## src/rtl/phy_bringup_pkg.sv

```systemverilog
package phy_bringup_pkg;

    localparam int ADDR_W = 5;
    localparam int DATA_W = 16;

    localparam logic [ADDR_W-1:0] LAST_ADDR  = 5'd31;
    localparam logic [ADDR_W-1:0] REG_CTRL   = 5'd0;
    localparam logic [ADDR_W-1:0] REG_STAT   = 5'd1;
    localparam logic [ADDR_W-1:0] REG_ID_HI  = 5'd2;
    localparam logic [ADDR_W-1:0] REG_ID_LO  = 5'd3;

    localparam logic [DATA_W-1:0] CTRL_SOFT_RESET = 16'h8000;
    localparam logic [DATA_W-1:0] CTRL_ANEG_GO    = 16'h1200;
    localparam logic [DATA_W-1:0] ABSENT_WORD     = 16'hFFFF;
    localparam int CTRL_RST_BIT   = 15;
    localparam int STAT_ANEG_BIT  = 5;

    typedef enum logic [1:0] {
        ST_OK      = 2'd0,
        ST_NO_PHY  = 2'd1,
        ST_RST_TO  = 2'd2,
        ST_LINK_TO = 2'd3
    } bring_status_e;

    typedef enum logic [3:0] {
        S_IDLE, S_IDHI_REQ, S_IDHI_WAIT, S_IDLO_REQ, S_IDLO_WAIT,
        S_RST_WR, S_RST_WR_WAIT, S_RST_RD, S_RST_RD_WAIT, S_RST_PAUSE,
        S_AN_WR, S_AN_WR_WAIT, S_AN_RD, S_AN_RD_WAIT, S_AN_PAUSE, S_DONE
    } seq_state_e;

endpackage

```

## src/rtl/bringup_interval.sv

```systemverilog
module bringup_interval #(
    parameter int unsigned TICK_CYCLES = 500000
) (
    input  logic clk,
    input  logic rst_n,
    input  logic run,
    output logic expired
);
    localparam int CNT_W = $clog2(TICK_CYCLES + 1);
    localparam logic [CNT_W-1:0] TERMINAL = CNT_W'(TICK_CYCLES - 1);

    logic [CNT_W-1:0] cnt;

    assign expired = run && (cnt == TERMINAL);

    // Counts while run is high; a dropped run or an expiry rearms it.
    always_ff @(posedge clk or negedge rst_n) begin
        if (!rst_n) begin
            cnt <= '0;
        end else if (!run || expired) begin
            cnt <= '0;
        end else begin
            cnt <= cnt + 1'b1;
        end
    end
endmodule

```

## src/rtl/bringup_poll_budget.sv

```systemverilog
module bringup_poll_budget #(
    parameter int unsigned LIMIT = 500
) (
    input  logic clk,
    input  logic rst_n,
    input  logic clear,
    input  logic bump,
    output logic exhausted
);
    localparam int CNT_W = $clog2(LIMIT + 1);
    localparam logic [CNT_W-1:0] FINAL_IDX = CNT_W'(LIMIT - 1);

    logic [CNT_W-1:0] used;

    // High while the poll in flight is the last one the budget allows.
    assign exhausted = (used == FINAL_IDX);

    always_ff @(posedge clk or negedge rst_n) begin
        if (!rst_n) begin
            used <= '0;
        end else if (clear) begin
            used <= '0;
        end else if (bump && !exhausted) begin
            used <= used + 1'b1;
        end
    end
endmodule

```

## src/rtl/phy_bringup_seq.sv

```systemverilog
module phy_bringup_seq
    import phy_bringup_pkg::*;
#(
    parameter int unsigned TICK_CYCLES = 500000,
    parameter int unsigned RESET_POLLS = 500,
    parameter int unsigned ANEG_POLLS  = 5000
) (
    input  logic        clk,
    input  logic        rst_n,
    input  logic        start,
    output logic        req_valid,
    input  logic        req_ready,
    output logic        req_write,
    output logic [4:0]  req_phy,
    output logic [4:0]  req_reg,
    output logic [15:0] req_wdata,
    input  logic        rsp_valid,
    input  logic [15:0] rsp_rdata,
    output logic [4:0]  phy_addr,
    output logic [31:0] phy_id,
    output logic        done,
    output logic [1:0]  status
);
    seq_state_e        state, state_nx;
    bring_status_e     status_q, status_nx;
    logic [ADDR_W-1:0] scan_addr;
    logic [DATA_W-1:0] id_hi, id_lo;

    logic tmr_run, tmr_expired;
    logic rst_clear, rst_bump, rst_last;
    logic an_clear, an_bump, an_last;

    logic id_absent, rst_busy, an_pending;
    assign id_absent  = (rsp_rdata == ABSENT_WORD);
    assign rst_busy   = rsp_rdata[CTRL_RST_BIT];
    assign an_pending = !rsp_rdata[STAT_ANEG_BIT];

    assign tmr_run   = (state == S_RST_PAUSE) || (state == S_AN_PAUSE);
    assign rst_clear = (state == S_RST_WR);
    assign rst_bump  = (state == S_RST_RD_WAIT) && rsp_valid && rst_busy;
    assign an_clear  = (state == S_AN_WR);
    assign an_bump   = (state == S_AN_RD_WAIT) && rsp_valid && an_pending;

    bringup_interval #(.TICK_CYCLES(TICK_CYCLES)) u_interval (
        .clk(clk), .rst_n(rst_n), .run(tmr_run), .expired(tmr_expired)
    );

    bringup_poll_budget #(.LIMIT(RESET_POLLS)) u_rst_budget (
        .clk(clk), .rst_n(rst_n), .clear(rst_clear), .bump(rst_bump),
        .exhausted(rst_last)
    );

    bringup_poll_budget #(.LIMIT(ANEG_POLLS)) u_an_budget (
        .clk(clk), .rst_n(rst_n), .clear(an_clear), .bump(an_bump),
        .exhausted(an_last)
    );

    // State register and captured data
    always_ff @(posedge clk or negedge rst_n) begin
        if (!rst_n) begin
            state     <= S_IDLE;
            status_q  <= ST_OK;
            scan_addr <= '0;
            id_hi     <= '0;
            id_lo     <= '0;
        end else begin
            state <= state_nx;
            if ((state == S_IDLE || state == S_DONE) && start) begin
                scan_addr <= '0;
                id_hi     <= '0;
                id_lo     <= '0;
            end
            if (state == S_IDHI_WAIT && rsp_valid) begin
                if (!id_absent) begin
                    id_hi <= rsp_rdata;
                end else if (scan_addr != LAST_ADDR) begin
                    scan_addr <= scan_addr + 1'b1;
                end
            end
            if (state == S_IDLO_WAIT && rsp_valid) begin
                id_lo <= rsp_rdata;
            end
            if (state_nx == S_DONE && state != S_DONE) begin
                status_q <= status_nx;
            end
        end
    end

    // Next-state decision
    always_comb begin
        state_nx  = state;
        status_nx = ST_OK;
        unique case (state)
            S_IDLE, S_DONE: if (start) state_nx = S_IDHI_REQ;
            S_IDHI_REQ:     if (req_ready) state_nx = S_IDHI_WAIT;
            S_IDHI_WAIT: if (rsp_valid) begin
                if (!id_absent) begin
                    state_nx = S_IDLO_REQ;
                end else if (scan_addr == LAST_ADDR) begin
                    state_nx  = S_DONE;
                    status_nx = ST_NO_PHY;
                end else begin
                    state_nx = S_IDHI_REQ;
                end
            end
            S_IDLO_REQ:     if (req_ready) state_nx = S_IDLO_WAIT;
            S_IDLO_WAIT:    if (rsp_valid) state_nx = S_RST_WR;
            S_RST_WR:       if (req_ready) state_nx = S_RST_WR_WAIT;
            S_RST_WR_WAIT:  if (rsp_valid) state_nx = S_RST_RD;
            S_RST_RD:       if (req_ready) state_nx = S_RST_RD_WAIT;
            S_RST_RD_WAIT: if (rsp_valid) begin
                if (!rst_busy) begin
                    state_nx = S_AN_WR;
                end else if (rst_last) begin
                    state_nx  = S_DONE;
                    status_nx = ST_RST_TO;
                end else begin
                    state_nx = S_RST_PAUSE;
                end
            end
            S_RST_PAUSE:    if (tmr_expired) state_nx = S_RST_RD;
            S_AN_WR:        if (req_ready) state_nx = S_AN_WR_WAIT;
            S_AN_WR_WAIT:   if (rsp_valid) state_nx = S_AN_RD;
            S_AN_RD:        if (req_ready) state_nx = S_AN_RD_WAIT;
            S_AN_RD_WAIT: if (rsp_valid) begin
                if (!an_pending) begin
                    state_nx  = S_DONE;
                    status_nx = ST_OK;
                end else if (an_last) begin
                    state_nx  = S_DONE;
                    status_nx = ST_LINK_TO;
                end else begin
                    state_nx = S_AN_PAUSE;
                end
            end
            S_AN_PAUSE:     if (tmr_expired) state_nx = S_AN_RD;
            default:        state_nx = S_IDLE;
        endcase
    end

    // Output decode
    always_comb begin
        req_valid = 1'b0;
        req_write = 1'b0;
        req_reg   = REG_CTRL;
        req_wdata = '0;
        unique case (state)
            S_IDHI_REQ: begin req_valid = 1'b1; req_reg = REG_ID_HI; end
            S_IDLO_REQ: begin req_valid = 1'b1; req_reg = REG_ID_LO; end
            S_RST_WR: begin
                req_valid = 1'b1;
                req_write = 1'b1;
                req_wdata = CTRL_SOFT_RESET;
            end
            S_RST_RD:   begin req_valid = 1'b1; req_reg = REG_CTRL; end
            S_AN_WR: begin
                req_valid = 1'b1;
                req_write = 1'b1;
                req_wdata = CTRL_ANEG_GO;
            end
            S_AN_RD:    begin req_valid = 1'b1; req_reg = REG_STAT; end
            default:    req_valid = 1'b0;
        endcase
    end

    assign req_phy  = scan_addr;
    assign phy_addr = scan_addr;
    assign phy_id   = {id_hi, id_lo};
    assign done     = (state == S_DONE);
    assign status   = status_q;

endmodule


```

## config.mk

```make
export PLATFORM = sky130hd
export DESIGN_NAME = phy_bringup_seq
export DESIGN_NICKNAME = d
export VERILOG_FILES = /design/src/rtl/phy_bringup_pkg.sv /design/src/rtl/bringup_interval.sv /design/src/rtl/bringup_poll_budget.sv /design/src/rtl/phy_bringup_seq.sv
export SDC_FILE = /design/constraint.sdc
export NUM_CORES = 1
export LEC_CHECK = 0
export ABC_AREA = 1
export BUFFER_PORTS_ARGS = -buffer_cell sky130_fd_sc_hd__buf_2
export CORE_MARGIN = 4
export CORE_UTILIZATION = 30
export DETAILED_ROUTE_END_ITERATION = 7
export GPL_ROUTABILITY_DRIVEN = 0
export PLACE_DENSITY_LB_ADDON = 0.3
export RECOVER_POWER = 50
export REMOVE_ABC_BUFFERS = 1
export SLEW_MARGIN = 20
export SYNTH_ARGS = -nofsm -noshare
export SYNTH_HDL_FRONTEND = slang
export SYNTH_HIERARCHICAL = 1
export SYNTH_SLANG_ARGS = --single-unit
```

## constraint.sdc

```tcl
create_clock -name clk -period 5.8 [get_ports clk]
set_clock_uncertainty 0.15 [all_clocks]
set_input_delay 0.29 -clock clk [delete_from_list [all_inputs] [get_ports clk]]
set_output_delay 0.29 -clock clk [all_outputs]
set_load 0.01 [all_outputs]
```

Word-level counts from Yosys, hierarchy flattened
Cells that the tools add are included.
- add/subtract/negate cells: 4
- reduce and logical (&&, ||, !) cells: 25
- equality and inequality tests: 23
- multiplexer cells: 50
- operators with widths (kind ; number):
    $mux W16 ; 5
    $mux W4 ; 17
    $pmux W4 S15 ; 1
    $eq A4 B4 Y1 const B ; 9
    $pmux W16 S2 ; 1
    $mux W13 ; 2
    $mux W5 ; 4
    $add A19 B1 Y19 const B ; 1
    $eq A19 B19 Y1 const B ; 1
    $mux W19 ; 1
    $mux W9 ; 2
    $eq A16 B16 Y1 const B ; 1
    $eq A4 B3 Y1 const B ; 4
    $add A13 B1 Y13 const B ; 1
    $eq A13 B13 Y1 const B ; 1
    $mux W2 ; 6
    $pmux W2 S3 ; 2
    $logic_and A1 B1 Y1 ; 11
    $add A9 B1 Y9 const B ; 1
    $eq A9 B9 Y1 const B ; 1
    $eq A4 B2 Y1 const B ; 2
    $mux W1 ; 7
    $mux W3 ; 2
    $reduce_bool A2 Y1 ; 3
    10 further kinds ; 16
- bits of input ports: 21
- logic and storage cells: 110
- flip-flop bits (word level): 84

Depth between registers and ports, before layout
Gate-level depths: netlist of the first run.
- depth after elaboration: 7
- gate-level depth with buffers: 16
- gate-level depth less buffers: 16

Cells and area by module
Netlist of the first run, hierarchy kept.
- modules (own cells, without submodules) (module ; times used ; area each (µm²) ; cells each ; seq. area each (µm²)):
    phy_bringup_seq ; 1 ; 2438.6 ; 319 ; 1076.0
    bringup_interval ; 1 ; 1123.6 ; 158 ; 475.5
    bringup_poll_budget at u_an_budget ; 1 ; 920.9 ; 141 ; 325.3
    bringup_poll_budget at u_rst_budget ; 1 ; 590.6 ; 90 ; 225.2

Worst setup path before layout of the first run
No wires, ideal clock.
- path kind: flip-flop to flip-flop
- start: register state[0]
- end: register status_q[1], in the netlist status[1]
- stages on the path, launching flop included: 17
- period minus slack after synthesis: 2.126 ns
- required time: 5.585 ns
- data arrival time: 1.911 ns
- buffers on the path: 1
- slack: 3.674 ns
- cells stage by stage: dfrtp_1 > buf_6 > inv_2 > nand2_2 > o21ai_0 > inv_1 > nor2_1 > inv_1 > o21ai_0 > nand2_1 > nor2_1 > nand2_1 > nor2_1 > nor2_1 > nand3_1 > nand2_1 > nand2_1
- longest elaborated chain between the ends: 7
- RTL lines (item ; RTL line ; RTL):
    start, declared ; phy_bringup_seq.sv:24 ; seq_state_e state, state_nx;
    start signal, assigned ; phy_bringup_seq.sv:67 ; state <= state_nx;
    $eq A4 B4 Y1 ; phy_bringup_seq.sv:38 ; assign tmr_run = (state == S_RST_PAUSE) || (state == S_AN_PAUSE);
    $logic_or A1 B1 Y1 (*) ; phy_bringup_seq.sv:38 ;
    via tmr_run ; phy_bringup_seq.sv:29 ; logic tmr_run, tmr_expired;
    $logic_and A1 B1 Y1 (*) ; bringup_interval.sv:14 ; assign expired = run && (cnt == TERMINAL);
    via tmr_expired ; phy_bringup_seq.sv:29 ;
    $mux W4 (on tied branches) ; phy_bringup_seq.sv:136, phy_bringup_seq.sv:121 ;
    $pmux W4 S15 (*) ; phy_bringup_seq.sv:93 ; unique case (state)
    $eq A4 B4 Y1 (*) ; phy_bringup_seq.sv:83 ; if (state_nx == S_DONE && state != S_DONE) begin
    $logic_and A1 B1 Y1 (*) ; phy_bringup_seq.sv:83 ;
    end signal, assigned ; phy_bringup_seq.sv:84 ; status_q <= status_nx;
    end, declared ; phy_bringup_seq.sv:25 ; bring_status_e status_q, status_nx;
Mark *: on every way through the listed nets, which the timed path passes. The rest lies on a longest branch.
A chain may end at the register's enable or synchronous reset.

==> metrics.md, run 1 <==
| Metric | Value |
|---|---|
| Final Hold Violating Endpoints | 0 |
| Place WS | 3290 ps |
| Hold Worst Slack | 79.6 ps |
| Number of warnings reported in the yosys synthesis log | 6 |
| Total detailed-routing wirelength | 12.1 mm |
| Via count of the first global-routing pass | 4,189 |
| Remaining routing DRC violations | 0 |
| Synthesis-to-finish area growth | 14.4% |
| Count of pins over their slew limit | 38 |
| Count of state elements after synthesis | 84 |
| Number of cells produced by synthesis | 708 |
| Worst setup path class | in -> async |
| Die area | 19,100 sq um |
| Unrepaired setup endpoints after global routing | false |
| All-layer global routing usage | 13.0% |
| Reg clk slew, reported paths | 60 ps |
| Main flop type after synthesis | sky130_fd_sc_hd__dfrtp_1 |
| Drt first pass iters | 5 |
| Mapped Area | 5070 sq um |
| Areal power density over the cells | 362 nW/um^2 |
| Initial antenna violation count | 0 |
| Design Power | 2.10 mW |
| Post-route worst setup slack | 3030 ps |
| Status | complete, but fails checks |
| Count of maximum capacitance violations | 1 |
| CTS tree | yes |
| I/O pin count | 89 |
| CP Cell Sequence | dlygate4sd3_1 -> clkbuf_1 -> buf_4 |
| Highest-delay cell along the critical path | sky130_fd_sc_hd__clkbuf_1 |
| Crit path largest cell delay | 1470 ps |
| Number of antenna repair diodes | 0 |
| Wire length of the first global-routing pass | 20.5 mm |
| Reg-to-reg slack, setup | 3310 ps |
| Number of buffer cells added on primary ports | 72 |
| Share of the cycle needed by the critical path after routing | 47.7% |
| Number of vias in the routed layout | 4,422 |
| Total core area | 16,600 sq um |
| Critical Path Fanout Max | 48 |
| Average cell area after synthesis | 7.17 sq um |
| Remaining number of nets flagged by the antenna check after routing | 0 |
| Required arrival time at the worst endpoint | 6070 ps |
| CP endpoint kind | async pin |
| Die outline width | 138 microns |
| Final-layout setup total negative slack | 0 ps |
| EDFF count, synth | 0 |
| Seq/Total Area, Yosys | 41.4% |
| Slew at the pin closest to its max-slew limit | 2070 ps |
| Via density | 4.44 |
| Final HPWL DP | 9.18 mm |
| Endpoint arrival time on the critical path | 3040 ps |
| TritonCTS Buffers | 9 |
| Global route total overflow | 0 |
| Unique masters post-synth | 35 |
| Mean routed wirelength per cell | 12.2 microns |
| Initial Utilization | 30.6% |
| Maximum number of pins on one net before global-route repair | 49 |
| Clock latency on the worst-skew pair | 340 ps |
| Number of nets in the layout | 797 |
| Worst min-delay path category | in -> reg |
| Std cell rows | 47 |
| Clock period minus worst slack | 2770 ps |
| Fraction of synthesis flops using an asynchronous set or reset pin | 100% |
| Share of post-route cells with drive strength above 1 | 10.6% |
| Failing checks | capacitance limit, slew limit |
| Upper clock frequency limit | 361 MHz |
| Clock tree buffer depth | 2 |
| Crit path launch type | input port |
| Final number of setup-violating endpoints | 0 |
| Leakage power | 2.81 nW |
| Root Driver | sky130_fd_sc_hd__clkbuf_16 |
| Height of the chip | 138 microns |
| IR drop worst, VDD | 0.194 mV |
| Number of sinks handled by clock tree synthesis | 84 |
| Number of DRC markers after the initial detailed-route iteration | 259 |
| Slew headroom | -37.9% |
| Number of H-tree levels | 3 |
-- cell usage in the layout (no fill, tap or decap), types with 2 or more instances in the layout --
master	synthesis	routed
sky130_fd_sc_hd__a21oi_2	2	2
sky130_fd_sc_hd__a32o_1	2	2
sky130_fd_sc_hd__buf_2	5	27
sky130_fd_sc_hd__nand2_1	187	186
sky130_fd_sc_hd__dfrtp_1	84	84
sky130_fd_sc_hd__clkbuf_8	0	3
sky130_fd_sc_hd__nor2_4	2	2
sky130_fd_sc_hd__nand2_2	6	7
sky130_fd_sc_hd__clkbuf_1	5	46
sky130_fd_sc_hd__o21ai_0	41	41
sky130_fd_sc_hd__nand2_4	3	3
sky130_fd_sc_hd__ha_1	6	6
sky130_fd_sc_hd__nand3_2	3	4
sky130_fd_sc_hd__buf_4	25	2
sky130_fd_sc_hd__o21ai_2	2	2
sky130_fd_sc_hd__xnor2_1	5	5
sky130_fd_sc_hd__nor2_2	10	10
sky130_fd_sc_hd__bufinv_16	0	2
sky130_fd_sc_hd__nor2_1	100	100
sky130_fd_sc_hd__nand3_1	74	73
sky130_fd_sc_hd__a21oi_1	4	4
sky130_fd_sc_hd__o22ai_1	3	3
sky130_fd_sc_hd__o21ai_1	4	4
sky130_fd_sc_hd__inv_1	86	87
sky130_fd_sc_hd__xor2_1	10	10
sky130_fd_sc_hd__inv_2	4	3
sky130_fd_sc_hd__conb_1	1	16
sky130_fd_sc_hd__nand4_1	14	14
sky130_fd_sc_hd__or2_2	2	2
sky130_fd_sc_hd__clkbuf_16	0	9
sky130_fd_sc_hd__nor3_1	8	8
-- critical path, delay by kind of cell --
kind                   cells  cell delay [ps]
buffers and inverters      3             2710
-- worst paths after layout --
kind	endpoint	start	depth (start not counted)
worst max-delay path	u_interval/cnt[1]	rst_n	3
worst min-delay path	id_lo[7]	rsp_rdata[7]	3
worst max register to register	status[1]	state[0]	15
worst min register to register	u_interval/cnt[0]	u_interval/cnt[0]	1
max in group clk	req_valid	state[3]	7
min in group asynchronous	u_an_budget/used[4]	rst_n	2
-- logic make-up after synthesis --
family / Yosys count / share of synthesized area (%)
AO/OA/AOI/OAI: 60 / 6.61
XOR/XNOR: 15 / 2.59
adder cells (fa/ha/maj): 6 / 1.48
buffers and inverters: 131 / 12.4
flip-flops: 84 / 41.4
other: 1 / 0.0739
AND/OR/NAND/NOR: 411 / 35.4
-- state kept, by name, summed over array words and instances (netlist names) --
name               flops
u_rst_budget/used      9
u_an_budget/used      13
id_hi                 16
state                  4
phy_addr               5
status                 2
id_lo                 16
u_interval/cnt        19
-- per-layer routing --
metal  track usage (%)  part of all wire, %  routed length (microns)  up-vias
li1                  -                    -                        -     2328
met2              20.1                   45                     5400      113
met4              5.72                  1.9                      226        0
met3              2.83                  4.8                      580       19
met1              17.5                   49                     5890     1962
met5                 0                    0                        0        -
-- repair_timing --
action / 4_1_cts / 5_1_grt
gates resized for setup: 0 / 0
endpoints found under the hold margin: 36 / 0
hold buffers: 1 / 0
buffers inserted: 0 / 0
-- synth_stat cells (2+ instances only) --
cell,instances,area share (%)
sky130_fd_sc_hd__a21oi_1,4,0.39
sky130_fd_sc_hd__a21oi_2,2,0.35
sky130_fd_sc_hd__a32o_1,2,0.39
sky130_fd_sc_hd__buf_2,5,0.49
sky130_fd_sc_hd__buf_4,25,3.7
sky130_fd_sc_hd__buf_6,4,0.89
sky130_fd_sc_hd__clkbuf_1,5,0.37
sky130_fd_sc_hd__dfrtp_1,84,41
sky130_fd_sc_hd__ha_1,6,1.5
sky130_fd_sc_hd__inv_1,86,6.4
sky130_fd_sc_hd__inv_2,4,0.30
sky130_fd_sc_hd__nand2_1,187,14
sky130_fd_sc_hd__nand2_2,6,0.74
sky130_fd_sc_hd__nand2_4,3,0.67
sky130_fd_sc_hd__nand3_1,74,7.3
sky130_fd_sc_hd__nand3_2,3,0.59
sky130_fd_sc_hd__nand4_1,14,1.7
sky130_fd_sc_hd__nor2_1,100,7.4
sky130_fd_sc_hd__nor2_2,10,1.2
sky130_fd_sc_hd__nor2_4,2,0.44
sky130_fd_sc_hd__nor3_1,8,0.79
sky130_fd_sc_hd__o21ai_0,41,4.0
sky130_fd_sc_hd__o21ai_1,4,0.39
sky130_fd_sc_hd__o21ai_2,2,0.35
sky130_fd_sc_hd__o22ai_1,3,0.37
sky130_fd_sc_hd__or2_2,2,0.25
sky130_fd_sc_hd__xnor2_1,5,0.86
sky130_fd_sc_hd__xor2_1,10,1.7
-- where the power goes --
part | switching [mW] | total (mW) | internal, mW
clock | 0.227 | 0.639 | 0.413
combinational | 0.455 | 0.661 | 0.206
sequential | 0.0969 | 0.800 | 0.703
-- cell type report --
| cell class | instances | area, sq um |
|---|---|---|
| fill | 1793 | 10800 |
| multi-input combinational | 508 | 2410 |
| sequential | 84 | 2100 |
| inverter | 92 | 352 |
| timing repair buffer | 75 | 329 |
| tap | 220 | 275 |
| clock buffer | 13 | 270 |
| clock inverter | 3 | 67.6 |
-- through the flow --
step | instances | util [%] | cell area (sq um)
2_1_floorplan | 684 | - | 4850
3_3_place_gp | 978 | 33.2 | 5510
4_1_cts | 995 | 35.3 | 5850
5_1_grt | 995 | 35.0 | 5800
3_5_place_dp | 978 | 33.2 | 5510
6_report | 995 | 35.0 | 5800
Power figures use the tool's default switching activity.
==> run 2, diff against run 1 <==
clock period = 2.7 ns   (was 5.8 ns; I/O delays follow)
==> run 2 against run 1 <==
Global-route usage grew 0.53 points. Flip-flop and latch count unchanged. Clock-buffer cell count is 4 lower. Sequential power rose by 120%. Sequential share of layout area down 1.3 points. Combinational power is 120% higher. Via count up 2.8%. Register-to-register slack got worse by 2800 ps. Worst hold slack improved by 33 ps. Critical path type is now reg -> out. The run now ends clean. Final area rose by 3.6%. Critical endpoint is now req_valid.
==> metrics.md, run 2 (synthesis results as in run 1) <==
| Metric | Value |
|---|---|
| Most common library cell in the layout ignoring fill and taps | sky130_fd_sc_hd__nand2_1 |
| Clock period minus worst slack | 2340 ps |
| CP endpoint kind | output pin |
| TritonCTS Buffers | 9 (unchanged) |
| Drt first pass iters | 7 (+2) |
| Final number of setup-violating endpoints | 0 (unchanged) |
| Comb pwr share | 32.1% (+0.6 points) |
| Hold Worst Slack | 113 ps (+32.9 ps) |
| Top library cells by usage in the layout, fill and taps aside | sky130_fd_sc_hd__nand2_1 (187), sky130_fd_sc_hd__nor2_1 (100), sky130_fd_sc_hd__inv_1 (86) |
| Leakage power | 2.91 nW (+3.6%) |
| Upper clock frequency limit | 427 MHz |
| Die area | 19,100 sq um (unchanged) |
| Required arrival time at the worst endpoint | 2410 ps (-3660 ps) |
| Std cell rows | 47 (unchanged) |
| Height of the chip | 138 microns (unchanged) |
| Place WS | 532 ps (-2750 ps) |
| Number of DRC markers after the initial detailed-route iteration | 281 (+8.5%) |
| Worst setup path class | reg -> out |
| Slew headroom | 21.4% (+59 points) |
| Post-route worst setup slack | 360 ps (-2670 ps) |
| Remaining routing DRC violations | 0 (unchanged) |
| Number of antenna repair diodes | 0 (unchanged) |
| All-layer global routing usage | 13.5% (+0.53 points) |
| Via density | 4.47 (+0.60%) |
| Number of vias in the routed layout | 4,547 (+2.8%) |
| Total core area | 16,600 sq um (unchanged) |
| Die outline width | 138 microns (unchanged) |
| Max FFs per register | 19 (unchanged) |
| Critical Path Fanout Max | 11 (-77%) |
| Register bank with the most flops | u_interval/cnt |
| IR drop worst, VDD | 0.348 mV (+79%) |
| Design Power | 4.59 mW (+120%) |
| CTS tree | yes |
| Regs by FF count | u_interval/cnt x19, id_hi x16, id_lo x16 |
| Filler cells | 1,792 (-0.056%) |
| Initial Utilization | 30.6% (unchanged) |
| Clock tree buffer depth | 2 (unchanged) |
| Sequential fraction of design power | 37.6% (-0.5 points) |
| Total detailed-routing wirelength | 12.6 mm (+4.2%) |
| Met1 routing resource usage after global routing | 18.8% (+1.3 points) |
| Unrepaired setup endpoints after global routing | false |
| Net switching fraction of the power | 38.6% (+1.5 points) |
| I/O pin count | 89 (unchanged) |
| Internal power component | 2.82 mW (+110%) |
| Worst min-delay path category | in -> reg |
| Number of sinks handled by clock tree synthesis | 84 (unchanged) |
| Inst Count DP | 983 (+0.51%) |
| Root Driver | sky130_fd_sc_hd__clkbuf_16 |
| Clock latency on the worst-skew pair | 350 ps (about the same) |
| Reg clk slew, reported paths | 70 ps (about the same) |
| Share of the cycle needed by the critical path after routing | 86.7% |
| Remaining number of nets flagged by the antenna check after routing | 0 (unchanged) |
| Final cell count without fillers | 1,017 (+2.2%) |
| Wire length of the first global-routing pass | 21.5 mm (+4.9%) |
| CP Cell Sequence | inv_1 -> nor2_1 -> nand2_1 -> inv_1 -> buf_4 -> nor2_1 -> o2111ai_1 -> buf_2 |
| Number of instances resized during post-cts repair | 0 (unchanged) |
| Final-layout setup total negative slack | 0 ps (unchanged) |
| Status | finished clean |
| Number of H-tree levels | 3 (unchanged) |
| Met2 routing resource usage after global routing | 20.7% (+0.59 points) |
| Clock power share | 30.3% (about the same) |
| Number of buffer cells added on primary ports | 72 (unchanged) |
| Areal power density over the cells | 763 nW/um^2 (+110%) |
| Endpoint arrival time on the critical path | 2050 ps (-990 ps) |
| Synthesis-to-finish area growth | 18.5% |
| Initial antenna violation count | 0 (unchanged) |
| Share of post-route cells with drive strength above 1 | 11.0% (+0.46 points) |
| Switching power | 1.77 mW (+130%) |
| Utilization after layout | 36.2% (+1.3 points) |
| Non-Filler Cell Area, Final | 6010 sq um (+3.6%) |
| Crit path launch type | flip-flop |
| Maximum number of pins on one net before global-route repair | 44 (-10%) |
| Crit path largest cell delay | 500 ps (-970 ps) |
| Number of nets in the layout | 819 (+2.8%) |
| Final HPWL DP | 9.08 mm (-1.1%) |
| Final Hold Violating Endpoints | 0 (unchanged) |
| Busiest metal layer after global routing | met2 |
| Slew at the pin closest to its max-slew limit | 1180 ps (-889 ps) |
| Mean routed wirelength per cell | 12.4 microns (+1.9%) |
| Count of pins over their slew limit | 0 (-100%) |
| Area after detailed placement | 5560 sq um (+0.91%) |
| Via count of the first global-routing pass | 4,303 (+2.7%) |
| Count of maximum capacitance violations | 0 (-1) |
| GR Layer Usage met3 | 2.56% (-0.28 points) |
| Highest-delay cell along the critical path | sky130_fd_sc_hd__dfrtp_1 |
| Global route total overflow | 0 (unchanged) |
-- run 2: changes by cell type in the layout (fill, tap and decap cells not counted), sizes merged --
cell,previous run,this run
dlygate4sd3,1,18
clkinv,2,4
clkinvlp,1,0
inv,90,93
buf,29,34
clkbuf,58,54
-- run 2: power by group through the flow --
| stage | registers [mW] | clock network, mW | logic [mW] |
|---|---|---|---|
| 4_1_cts | 1.72 | 1.44 | 1.52 |
| 6_report | 1.73 | 1.39 | 1.47 |
| 3_3_place_gp | 1.74 | 0 | 1.49 |
| 5_1_grt | 1.76 | 1.48 | 1.68 |
| 3_5_place_dp | 1.74 | 0 | 1.50 |
| 2_1_floorplan | 1.79 | 0 | 0.862 |
-- run 2: worst max-delay path, delay by kind of cell (launching register included) --
kind,cells,cell delay (ps)
and+or+nand+nor,3,510
buffers and inverters,4,580
AOI/OAI and AO/OA,1,110
DFF,1,500
-- run 2: final timing paths --
kind | depth (start not counted) | from | endpoint | slack (ps)
max | 8 | state[3] | req_valid | 360
min | 7 | req_ready | state[0] | 110
max reg2reg | 16 | state[0] | status[0] | 470
min reg2reg | 1 | u_interval/cnt[0] | u_interval/cnt[0] | 310
max in group asynchronous | 3 | rst_n | phy_addr[1] | 1180
min in group asynchronous | 2 | rst_n | u_an_budget/used[12] | 410
-- run 2: per-layer routing --
| metal | up-vias | share of wire [%] |
|---|---|---|
| met5 | - | 0 |
| met4 | 0 | 1.6 |
| met3 | 15 | 5.9 |
| met2 | 146 | 44 |
| met1 | 2018 | 48 |
| li1 | 2368 | - |
-- run 2: final cells by class --
type / count / area (sq um) / area share (%)
well taps: 220 / 275 / 4.58
flip-flops and latches: 84 / 2100 / 35.0
clock buffers: 9 / 225 / 3.75
clock inverters: 7 / 106 / 1.77
inverters: 92 / 352 / 5.85
repair buffers: 97 / 551 / 9.16
multi-input cells: 508 / 2400 / 39.9
-- run 2: what timing repair did --
action                                 in CTS  in global routing
endpoints found under the hold margin      75                  0
hold buffers                               18                  0
buffers inserted                            0                  0
==> run 3, diff against run 2 <==
SETUP_SLACK_MARGIN = 0.4   (was default)
==> run 3 against run 2 <==
Via count rose by 0.57%. Clock-buffer cell count stayed put. First-iteration DRC count decreased by 1.1%. Clock power about the same. Worst hold slack worse by 1.3 ps. Core utilization grew 0.25 points. Flip-flop and latch count stayed put. Die area unchanged. Critical path type unchanged. Critical endpoint unchanged. Largest power group unchanged. Highest routed layer unchanged.
==> metrics.md, run 3 (synthesis results as in run 1) <==
| Metric | Value |
|---|---|
| Maximum number of pins on one net before global-route repair | 44 (unchanged) |
| Wire length of the first global-routing pass | 21.5 mm (about the same) |
| Share of the cycle needed by the critical path after routing | 80.8% (-5.9 points) |
| Final Hold Violating Endpoints | 0 (unchanged) |
| Clock tree buffer depth | 2 (unchanged) |
| Number of buffer cells added on primary ports | 72 (unchanged) |
| Final cell count without fillers | 1,020 (+0.29%) |
| Utilization after layout | 36.5% (+0.25 points) |
| Number of antenna repair diodes | 0 (unchanged) |
| IR drop worst, VDD | 0.361 mV (+3.6%) |
| Total core area | 16,600 sq um (unchanged) |
| Status | finished clean |
| Remaining number of nets flagged by the antenna check after routing | 0 (unchanged) |
| Critical Path Fanout Max | 11 (unchanged) |
| Final number of setup-violating endpoints | 0 (unchanged) |
| Unrepaired setup endpoints after global routing | false |
| Count of pins over their slew limit | 0 (unchanged) |
| Clock power share | 29.9% (-0.4 points) |
| Reg clk slew, reported paths | 70 ps (about the same) |
| All-layer global routing usage | 13.5% (about the same) |
| Worst setup path class | reg -> out |
| Non-Filler Cell Area, Final | 6050 sq um (+0.69%) |
| Worst min-delay path category | in -> reg |
| Synthesis-to-finish area growth | 19.3% |
| Switching power | 1.79 mW (+0.96%) |
| Post-route worst setup slack | 518 ps (+158 ps) |
| Leakage power | 2.92 nW (+0.32%) |
| Mean routed wirelength per cell | 12.4 microns (+0.24%) |
| Number of sinks handled by clock tree synthesis | 84 (unchanged) |
| Slew headroom | 22.3% (+0.91 points) |
| CTS tree | yes |
| Filler cells | 1,787 (-0.28%) |
| Sequential fraction of design power | 37.3% (-0.3 points) |
| Design Power | 4.64 mW (+1.2%) |
| Regs by FF count | u_interval/cnt x19, id_hi x16, id_lo x16 |
| Min-Delay Endpoint | state[0] |
| Final-layout setup total negative slack | 0 ps (unchanged) |
| Initial antenna violation count | 0 (unchanged) |
| Number of vias in the routed layout | 4,573 (+0.57%) |
| FF-to-FF Start | state[0] |
| Std cell rows | 47 (unchanged) |
| Drt first pass iters | 7 (unchanged) |
| Inst Count DP | 983 (unchanged) |
| TritonCTS Buffers | 9 (unchanged) |
| CP endpoint kind | output pin |
| Slew at the pin closest to its max-slew limit | 1170 ps (-13.6 ps) |
| Via count of the first global-routing pass | 4,314 (+0.26%) |
| Number of H-tree levels | 3 (unchanged) |
| Crit path launch type | flip-flop |
| Net switching fraction of the power | 38.5% (-0.084 points) |
| Top library cells by usage in the layout, fill and taps aside | sky130_fd_sc_hd__nand2_1 (187), sky130_fd_sc_hd__nor2_1 (97), sky130_fd_sc_hd__inv_1 (85) |
| Upper clock frequency limit | 458 MHz (+7.2%) |
| Height of the chip | 138 microns (unchanged) |
| Area after detailed placement | 5560 sq um (unchanged) |
| Reg-to-reg slack, setup | 550 ps (+80 ps) |
| Root Driver | sky130_fd_sc_hd__clkbuf_16 |
| Initial Utilization | 30.6% (unchanged) |
| Remaining routing DRC violations | 0 (unchanged) |
| Internal power component | 2.85 mW (+1.3%) |
| Via density | 4.48 (+0.28%) |
| Comb pwr share | 32.8% (+0.7 points) |
| Place WS | 532 ps (unchanged) |
| Global route total overflow | 0 (unchanged) |
| Most common library cell in the layout ignoring fill and taps | sky130_fd_sc_hd__nand2_1 |
| Clock period minus worst slack | 2180 ps (-158 ps) |
| Die outline width | 138 microns (unchanged) |
| Crit path from | state[0] |
| Hold Path Cell Cnt | 7 (unchanged) |
| Number of DRC markers after the initial detailed-route iteration | 278 (-1.1%) |
| Hold path start | req_ready |
| Final HPWL DP | 9.08 mm (unchanged) |
| Register bank with the most flops | u_interval/cnt |
| Hold Worst Slack | 111 ps (-1.27 ps) |
| Total detailed-routing wirelength | 12.7 mm (+0.53%) |
| Areal power density over the cells | 767 nW/um^2 (+0.49%) |
| I/O pin count | 89 (unchanged) |
| Required arrival time at the worst endpoint | 2410 ps (about the same) |
| Count of maximum capacitance violations | 0 (unchanged) |
| Clock latency on the worst-skew pair | 350 ps (about the same) |
| Reg-to-reg endpoint | status[0] |
| Share of post-route cells with drive strength above 1 | 12.3% (+1.2 points) |
| Endpoint arrival time on the critical path | 1900 ps (-150 ps) |
| Number of nets in the layout | 822 (+0.37%) |
| Max FFs per register | 19 (unchanged) |
| Die area | 19,100 sq um (unchanged) |
| Register-to-Register Path Depth | 13 (-3) |
-- run 3: cell count changes in the layout (fill, tap and decap cells not counted), sizes merged --
cell  delta
buf      +3
-- run 3: power by group through the flow --
stage | logic (mW) | clock network (mW) | registers (mW)
floorplan | 0.862 | 0 | 1.79
global placement | 1.49 | 0 | 1.74
detailed placement | 1.50 | 0 | 1.74
CTS | 1.52 | 1.44 | 1.72
global route | 1.73 | 1.48 | 1.77
finish | 1.52 | 1.39 | 1.73
-- run 3: critical path: stages (launching register included) --
cell                        delay (ps)
sky130_fd_sc_hd__dfrtp_2           470
sky130_fd_sc_hd__buf_4             160
sky130_fd_sc_hd__nor2_1            190
sky130_fd_sc_hd__nand2_1           100
sky130_fd_sc_hd__inv_1             100
sky130_fd_sc_hd__buf_6             160
sky130_fd_sc_hd__nor2_1             90
sky130_fd_sc_hd__o2111ai_1         100
sky130_fd_sc_hd__buf_2             180
-- run 3: repair_timing --
action | CTS | global route
resized for setup | 1 | 9
hold buffers | 18 | 0
endpoints found under the setup margin | 1 | 9
hold endpoints to repair | 75 | 0
buffers inserted | 0 | 3
-- run 3: layer usage --
layer  track usage (%)  part of all wire [%]  vias up
met1              18.8                    48     2042
met3              2.52                   5.5       21
met5                 0                     0        -
li1                  -                     -     2377
met4              5.77                   2.0        0
met2              20.7                    44      133
-- run 3: layout make-up --
| class | count | area [sq um] | share of cell area, % |
|---|---|---|---|
| flip-flops and latches | 84 | 2100 | 34.8 |
| repair buffers | 100 | 577 | 9.53 |
| inverters | 92 | 354 | 5.85 |
| clock buffers | 9 | 225 | 3.72 |
| well taps | 220 | 275 | 4.55 |
| multi-input cells | 508 | 2410 | 39.8 |
| clock inverters | 7 | 106 | 1.76 |
-- run 3: how the worst max path moves through the flow --
stage                                end  slack, ps  cells after the start
floorplan           u_rst_budget/used[7]        580                      8
global placement               status[0]        510                     16
detailed placement             status[0]        530                     16
CTS                            req_valid        470                      8
global route                   status[1]        390                     16
finish                         req_valid        520                      8
